--- src/rtl/tspec_err_chain_pkg.sv ---
package tspec_err_chain_pkg;
  typedef enum logic [1:0] {
    ST_COUNT = 2'd0,
    ST_SHIFT = 2'd1,
    ST_WRAP  = 2'd2
  } chain_state_t;
endpackage

--- src/rtl/tspec_region_ctr.sv ---
module tspec_region_ctr #(
  parameter int W = 4,
  parameter int F = 3
) (
  input  logic         clk,
  input  logic         rst,
  input  logic [F-1:0] flags,
  input  logic         count_en,
  input  logic         shift_en,
  input  logic         clear,
  input  logic         ser_in,
  output logic         ser_out,
  output logic         full
);
  localparam logic [W-1:0] MAXV = {W{1'b1}};
  localparam logic [W-1:0] ONE  = {{(W-1){1'b0}}, 1'b1};

  logic [W-1:0] cnt;
  logic         hit;

  assign hit     = |flags;
  assign ser_out = cnt[W-1];

  always_ff @(posedge clk) begin
    if (rst || clear) begin
      cnt  <= '0;
      full <= 1'b0;
    end else if (shift_en) begin
      cnt <= {cnt[W-2:0], ser_in};
    end else if (count_en) begin
      if (hit && (cnt != MAXV)) cnt <= cnt + ONE;
      full <= (cnt == MAXV) || (hit && (cnt == MAXV - ONE));
    end
  end
endmodule

--- src/rtl/tspec_chain_seq.sv ---
module tspec_chain_seq
  import tspec_err_chain_pkg::*;
#(
  parameter int N = 4,
  parameter int W = 4
) (
  input  logic clk,
  input  logic rst,
  input  logic full_any,
  output logic count_en,
  output logic shift_en,
  output logic clear,
  output logic shifting
);
  localparam int NW = N * W;
  localparam int BW = $clog2(NW + 1);
  localparam logic [BW-1:0] LAST = BW'(NW - 1);

  chain_state_t   state;
  logic [BW-1:0]  bitcnt;

  assign count_en = (state == ST_COUNT);
  assign shift_en = (state == ST_SHIFT);
  assign clear    = (state == ST_WRAP);
  assign shifting = (state != ST_COUNT);

  always_ff @(posedge clk) begin
    if (rst) begin
      state  <= ST_COUNT;
      bitcnt <= '0;
    end else begin
      case (state)
        ST_COUNT: begin
          bitcnt <= '0;
          if (full_any) state <= ST_SHIFT;
        end
        ST_SHIFT: begin
          bitcnt <= bitcnt + 1'b1;
          if (bitcnt == LAST) state <= ST_WRAP;
        end
        default: state <= ST_COUNT;
      endcase
    end
  end
endmodule

--- src/rtl/tspec_collector.sv ---
module tspec_collector #(
  parameter int N = 4,
  parameter int W = 4
) (
  input  logic           clk,
  input  logic           rst,
  input  logic           ser_in,
  input  logic           cap_en,
  input  logic           load_out,
  output logic [N*W-1:0] counts_out,
  output logic           counts_valid
);
  localparam int NW = N * W;

  logic [NW-1:0] sr;
  logic [NW-1:0] ordered;

  // first bit received ends up at the top: region 0 occupies the top field
  for (genvar i = 0; i < N; i++) begin : g_map
    assign ordered[i*W +: W] = sr[(N-1-i)*W +: W];
  end

  always_ff @(posedge clk) begin
    if (rst) begin
      sr           <= '0;
      counts_out   <= '0;
      counts_valid <= 1'b0;
    end else begin
      if (cap_en) sr <= {sr[NW-2:0], ser_in};
      counts_valid <= load_out;
      if (load_out) counts_out <= ordered;
    end
  end
endmodule

--- src/rtl/tspec_err_chain.sv ---
module tspec_err_chain #(
  parameter int N = 4,
  parameter int W = 4,
  parameter int F = 3
) (
  input  logic           clk,
  input  logic           rst,
  input  logic [N*F-1:0] err_flags,
  output logic           shifting,
  output logic           counts_valid,
  output logic [N*W-1:0] counts_out
);
  logic [N-1:0] full_vec;
  logic [N-1:0] ser;
  logic         full_any;
  logic         count_en, shift_en, clear;

  assign full_any = |full_vec;

  for (genvar i = 0; i < N; i++) begin : g_reg
    logic link_in;
    if (i == N - 1) begin : g_tail
      assign link_in = 1'b0;
    end else begin : g_mid
      assign link_in = ser[i+1];
    end
    tspec_region_ctr #(.W(W), .F(F)) ctr_i (
      .clk      (clk),
      .rst      (rst),
      .flags    (err_flags[i*F +: F]),
      .count_en (count_en),
      .shift_en (shift_en),
      .clear    (clear),
      .ser_in   (link_in),
      .ser_out  (ser[i]),
      .full     (full_vec[i])
    );
  end

  tspec_chain_seq #(.N(N), .W(W)) seq_i (
    .clk      (clk),
    .rst      (rst),
    .full_any (full_any),
    .count_en (count_en),
    .shift_en (shift_en),
    .clear    (clear),
    .shifting (shifting)
  );

  tspec_collector #(.N(N), .W(W)) col_i (
    .clk          (clk),
    .rst          (rst),
    .ser_in       (ser[0]),
    .cap_en       (shift_en),
    .load_out     (clear),
    .counts_out   (counts_out),
    .counts_valid (counts_valid)
  );
endmodule

--- config.mk ---
export PLATFORM = sky130hd
export DESIGN_NAME = tspec_err_chain
export DESIGN_NICKNAME = d
export VERILOG_FILES = /design/src/rtl/tspec_err_chain_pkg.sv /design/src/rtl/tspec_region_ctr.sv /design/src/rtl/tspec_chain_seq.sv /design/src/rtl/tspec_collector.sv /design/src/rtl/tspec_err_chain.sv
export SDC_FILE = /design/constraint.sdc
export NUM_CORES = 1
export LEC_CHECK = 0
export BUFFER_PORTS_ARGS = -buffer_cell sky130_fd_sc_hd__buf_2
export CAP_MARGIN = 25
export CORE_ASPECT_RATIO = 0.75
export CORE_MARGIN = 3
export CORE_UTILIZATION = 62
export DETAILED_ROUTE_END_ITERATION = 16
export GPL_TIMING_DRIVEN = 0
export PLACE_DENSITY = 0.95
export SKIP_CTS_REPAIR_TIMING = 1
export SLEW_MARGIN = 20
export SYNTH_ARGS = -nofsm -noshare
export SYNTH_HDL_FRONTEND = slang
export SYNTH_SLANG_ARGS = --single-unit
--- constraint.sdc ---
create_clock -name clk -period 3.6 [get_ports clk]
set_input_delay 0.36 -clock clk [delete_from_list [all_inputs] [get_ports clk]]
set_output_delay 0.36 -clock clk [all_outputs]
set_load 0.1 [all_outputs]
==> reports/qor.txt <==
FINISH
-------------------------------------------------------------------------------------------------
Layout area overhead ...............................................................        15.7%
Fraction of final layout cells sized beyond drive strength 1 .......................        0.230
N_diodes ...........................................................................            0
Layout net count ...................................................................          367

STA
-------------------------------------------------------------------------------------------------
Final worst-path cycle share .......................................................        0.529
Relative slew margins ..............................................................        0.587
Maximum clock frequency ............................................................    0.525 GHz
Worst hold slack ...................................................................     0.322 ns
Setup-failing EPs final ............................................................            0
Unrepaired setup endpoints after global routing ....................................        false
Clock skew after layout ............................................................    0.0158 ns
Final hold vios ....................................................................            0
Shortest period the worst path allows ..............................................      1.90 ns
Transition at the pin with the smallest max-transition slack .......................     0.619 ns
Total negative slack ...............................................................         0 ns
Final count of pins violating max slew .............................................            0

SYNTH
-------------------------------------------------------------------------------------------------
Number of register bits inferred by synthesis ......................................           60
Most instantiated cells after synthesis ............................................ 60 x dfxtp_1, 51 x nand2_1, 28 x a21oi_1, 16 x a22o_1, 15 x nor2_1
Post-synthesis instance area .......................................................    2780 um^2
Most frequent cell after synthesis .................................................      dfxtp_1
Share of the synthesized area in the top cell type .................................        0.433
Cell type with the largest total area after synthesis ..............................      dfxtp_1
Most common flop cell mapped by yosys ..............................................      dfxtp_1
Number of distinct library cell variants in the gate-level netlist after synthesis .           50
Top area cells in the synthesized netlist .......................................... dfxtp_1 43%, nand2_1 6.9%, a21oi_1 5.0%, a22o_1 5.0%, ha_1 4.5%
Number of enable-type register cells in the synthesized netlist ....................            0
Post-synthesis async set-or-reset flop share .......................................            0
Syn nets ...........................................................................          326
Synthesized netlist cell count .....................................................          302
Part of the Yosys area used for sequential elements ................................        0.433
Number of warning messages in the yosys log ........................................            0
Mean instance size in the synthesized netlist ......................................    9.19 um^2

CRITICAL PATH
-------------------------------------------------------------------------------------------------
Worst Setup End Kind ............................................................... primary output
Crit Reg-Reg Endpoint .............................................................. g_reg[3].ctr_i.cnt[0]
Startpoint kind of the worst setup timing path .....................................         flop
Data arrival time at the worst-slack endpoint ......................................      1.54 ns
Critical Path Source ............................................................... seq_i.state[1]
Cell depth of the worst flop-to-flop path ..........................................            4
R2r startpoint ..................................................................... g_reg[3].ctr_i.cnt[0]
Worst setup path endpoint ..........................................................     shifting
Category of the critical setup timing path ......................................... flop to primary output
CP Max Fanout ......................................................................           10
Worst Path Required ................................................................      3.24 ns
R2R setup slack ....................................................................      2.15 ns

HOLD PATH
-------------------------------------------------------------------------------------------------
Path category of the worst min-delay check ......................................... input port to flop

GLOBAL ROUTE
-------------------------------------------------------------------------------------------------
Largest net degree at the start of global routing ..................................           11
Overflow left after global routing .................................................            0
Initial antenna violation count ....................................................            0
Global-route wire length before repair .............................................     11100 um
M1 GR Usage ........................................................................        0.330
Global-route met2 utilization ......................................................        0.418
GRT Resource Usage Total ...........................................................        0.268
Peak-usage layer in the global routing report ......................................         met2
Met3 capacity usage during global routing ..........................................       0.0992
Number of global-route vias before repair ..........................................         2310

FLOORPLAN
-------------------------------------------------------------------------------------------------
Die Wd .............................................................................      83.3 um
I/O pin count ......................................................................           32
Die Footprint ......................................................................    5320 um^2
Number of placement rows ...........................................................           20
Initial Util .......................................................................        0.664
Area of the core ...................................................................    4180 um^2
Die height .........................................................................      63.9 um

DETAILED ROUTING
-------------------------------------------------------------------------------------------------
Drt first-iter violations ..........................................................          187
Routed via count divided by cell count .............................................         6.26
DRC ................................................................................            0
TritonRoute pass-1 iters ...........................................................            5
Routed wire per std cell ...........................................................      17.2 um
Via count of the routed design .....................................................         2523
Post-DRT Antenna Nets ..............................................................            0
Detailed Route WL ..................................................................      6940 um

PWR
-------------------------------------------------------------------------------------------------
Total chip power ...................................................................      1.48 mW
Power density over the cells .......................................................  461 nW/um^2
Peak supply drop ...................................................................     0.356 mV
Leakage power ......................................................................      1.29 nW

PLACED DESIGN
-------------------------------------------------------------------------------------------------
I/O Buffers ........................................................................           30
DP Wirelength ......................................................................      4570 um
Gp weighted congestion .............................................................        0.831

CLOCK TREE
-------------------------------------------------------------------------------------------------
Sinks on Clock Net .................................................................           60
Clock Root Buffer ..................................................................     clkbuf_8
Clock-pin transition on the worst setup and hold timing paths ......................      0.07 ns
Worst-skew pair later-pin latency ..................................................      0.35 ns
TritonCTS clock tree ...............................................................         done
TritonCTS buffer count .............................................................            9
Maximum buffer depth of the clock tree .............................................            2
CTS H-tree depth ...................................................................            3

RUN STATUS
-------------------------------------------------------------------------------------------------
Outcome ............................................................................ complete, no violations

RUN
-------------------------------------------------------------------------------------------------
Maxcap violations ..................................................................            0

cell type report:
cell class / instances / area [um^2]
buffer: 21 / 148
clock buffer: 12 / 145
clock inverter: 4 / 72.6
fill: 270 / 967
inverter: 12 / 45.0
multi-input combinational: 209 / 1380
sequential: 60 / 1200
tap: 55 / 68.8
timing repair buffer: 30 / 150
where the power goes:
group	total [mW]	internal [mW]	switching, mW
registers	0.699	0.679	0.0206
clock network	0.670	0.408	0.262
logic	0.110	0.0488	0.0615
layer usage:
layer  wire, um  part of all wire  vias up
met5          0                 0        -
met4        178             0.026        0
met3        654             0.094       26
met2       3200              0.46      144
met1       2900              0.42     1176
li1           -                 -     1177
layout by cell type, fill, tap and decap left out, types with 2 or more instances in the layout:
master	instances
a211oi_1	4
o21bai_1	2
buf_4	4
bufinv_16	2
buf_6	6
clkbuf_8	10
nor4_1	5
nand3_1	3
mux2i_1	3
a21oi_1	28
and3_1	4
inv_1	9
ha_1	10
nor2b_1	4
dfxtp_1	60
clkbuf_1	6
o2111ai_1	3
o32ai_1	8
o21ai_0	3
a22oi_1	6
nor3_2	3
nand4b_1	2
a31oi_1	4
nor2_1	15
o22ai_1	3
nor3b_1	4
a31o_2	3
nor3_4	2
buf_2	37
nand2_1	51
a22o_1	16
a211oi_2	2
inv_2	3
nor3_1	3
worst max-delay path, cell delays in order (launching register included):
cell and delay, ns:
dfxtp_1 0.39, buf_6 0.19, nor2_8 0.08, inv_2 0.10, buf_2 0.43
logic make-up after synthesis:
group	share of synthesized area
AO/OA/AOI/OAI	0.234
XOR/XNOR	0.00631
adder cells (fa/ha/maj)	0.0451
buffers and inverters	0.0694
flip-flops	0.433
multiplexers	0.0149
AND/OR/NAND/NOR	0.198
worst min-delay path by stage:
stage	from	to	cells past startpoint
CTS	rst	g_reg[1].ctr_i.cnt[0]	2
floorplan	g_reg[3].ctr_i.full	g_reg[3].ctr_i.full	2
global placement	g_reg[3].ctr_i.full	g_reg[3].ctr_i.full	2
detailed placement	col_i.sr[15]	col_i.sr[15]	2
global route	rst	g_reg[1].ctr_i.cnt[0]	2
finish	rst	g_reg[1].ctr_i.cnt[0]	2
stage by stage:
step | utilization | cells | worst slack [ns] | area (um^2)
after CTS | 0.769 | 403 | 1.72 | 3210
after global placement | 0.716 | 387 | 2.13 | 2990
after detailed placement | 0.716 | 387 | 2.11 | 2990
after floorplan | - | 302 | 2.18 | 2780
after global routing | 0.769 | 403 | 1.64 | 3210
final | 0.769 | 403 | 1.70 | 3210
state kept, by name, indices dropped and copies added, names as in the netlist:
name                cells
seq_i.state             2
g.ctr_i.full            4
seq_i.bitcnt            5
g.ctr_i.cnt            16
col_i.counts_out       16
col_i.counts_valid      1
col_i.sr               16
No activity file was read; power rests on OpenSTA's default activity.
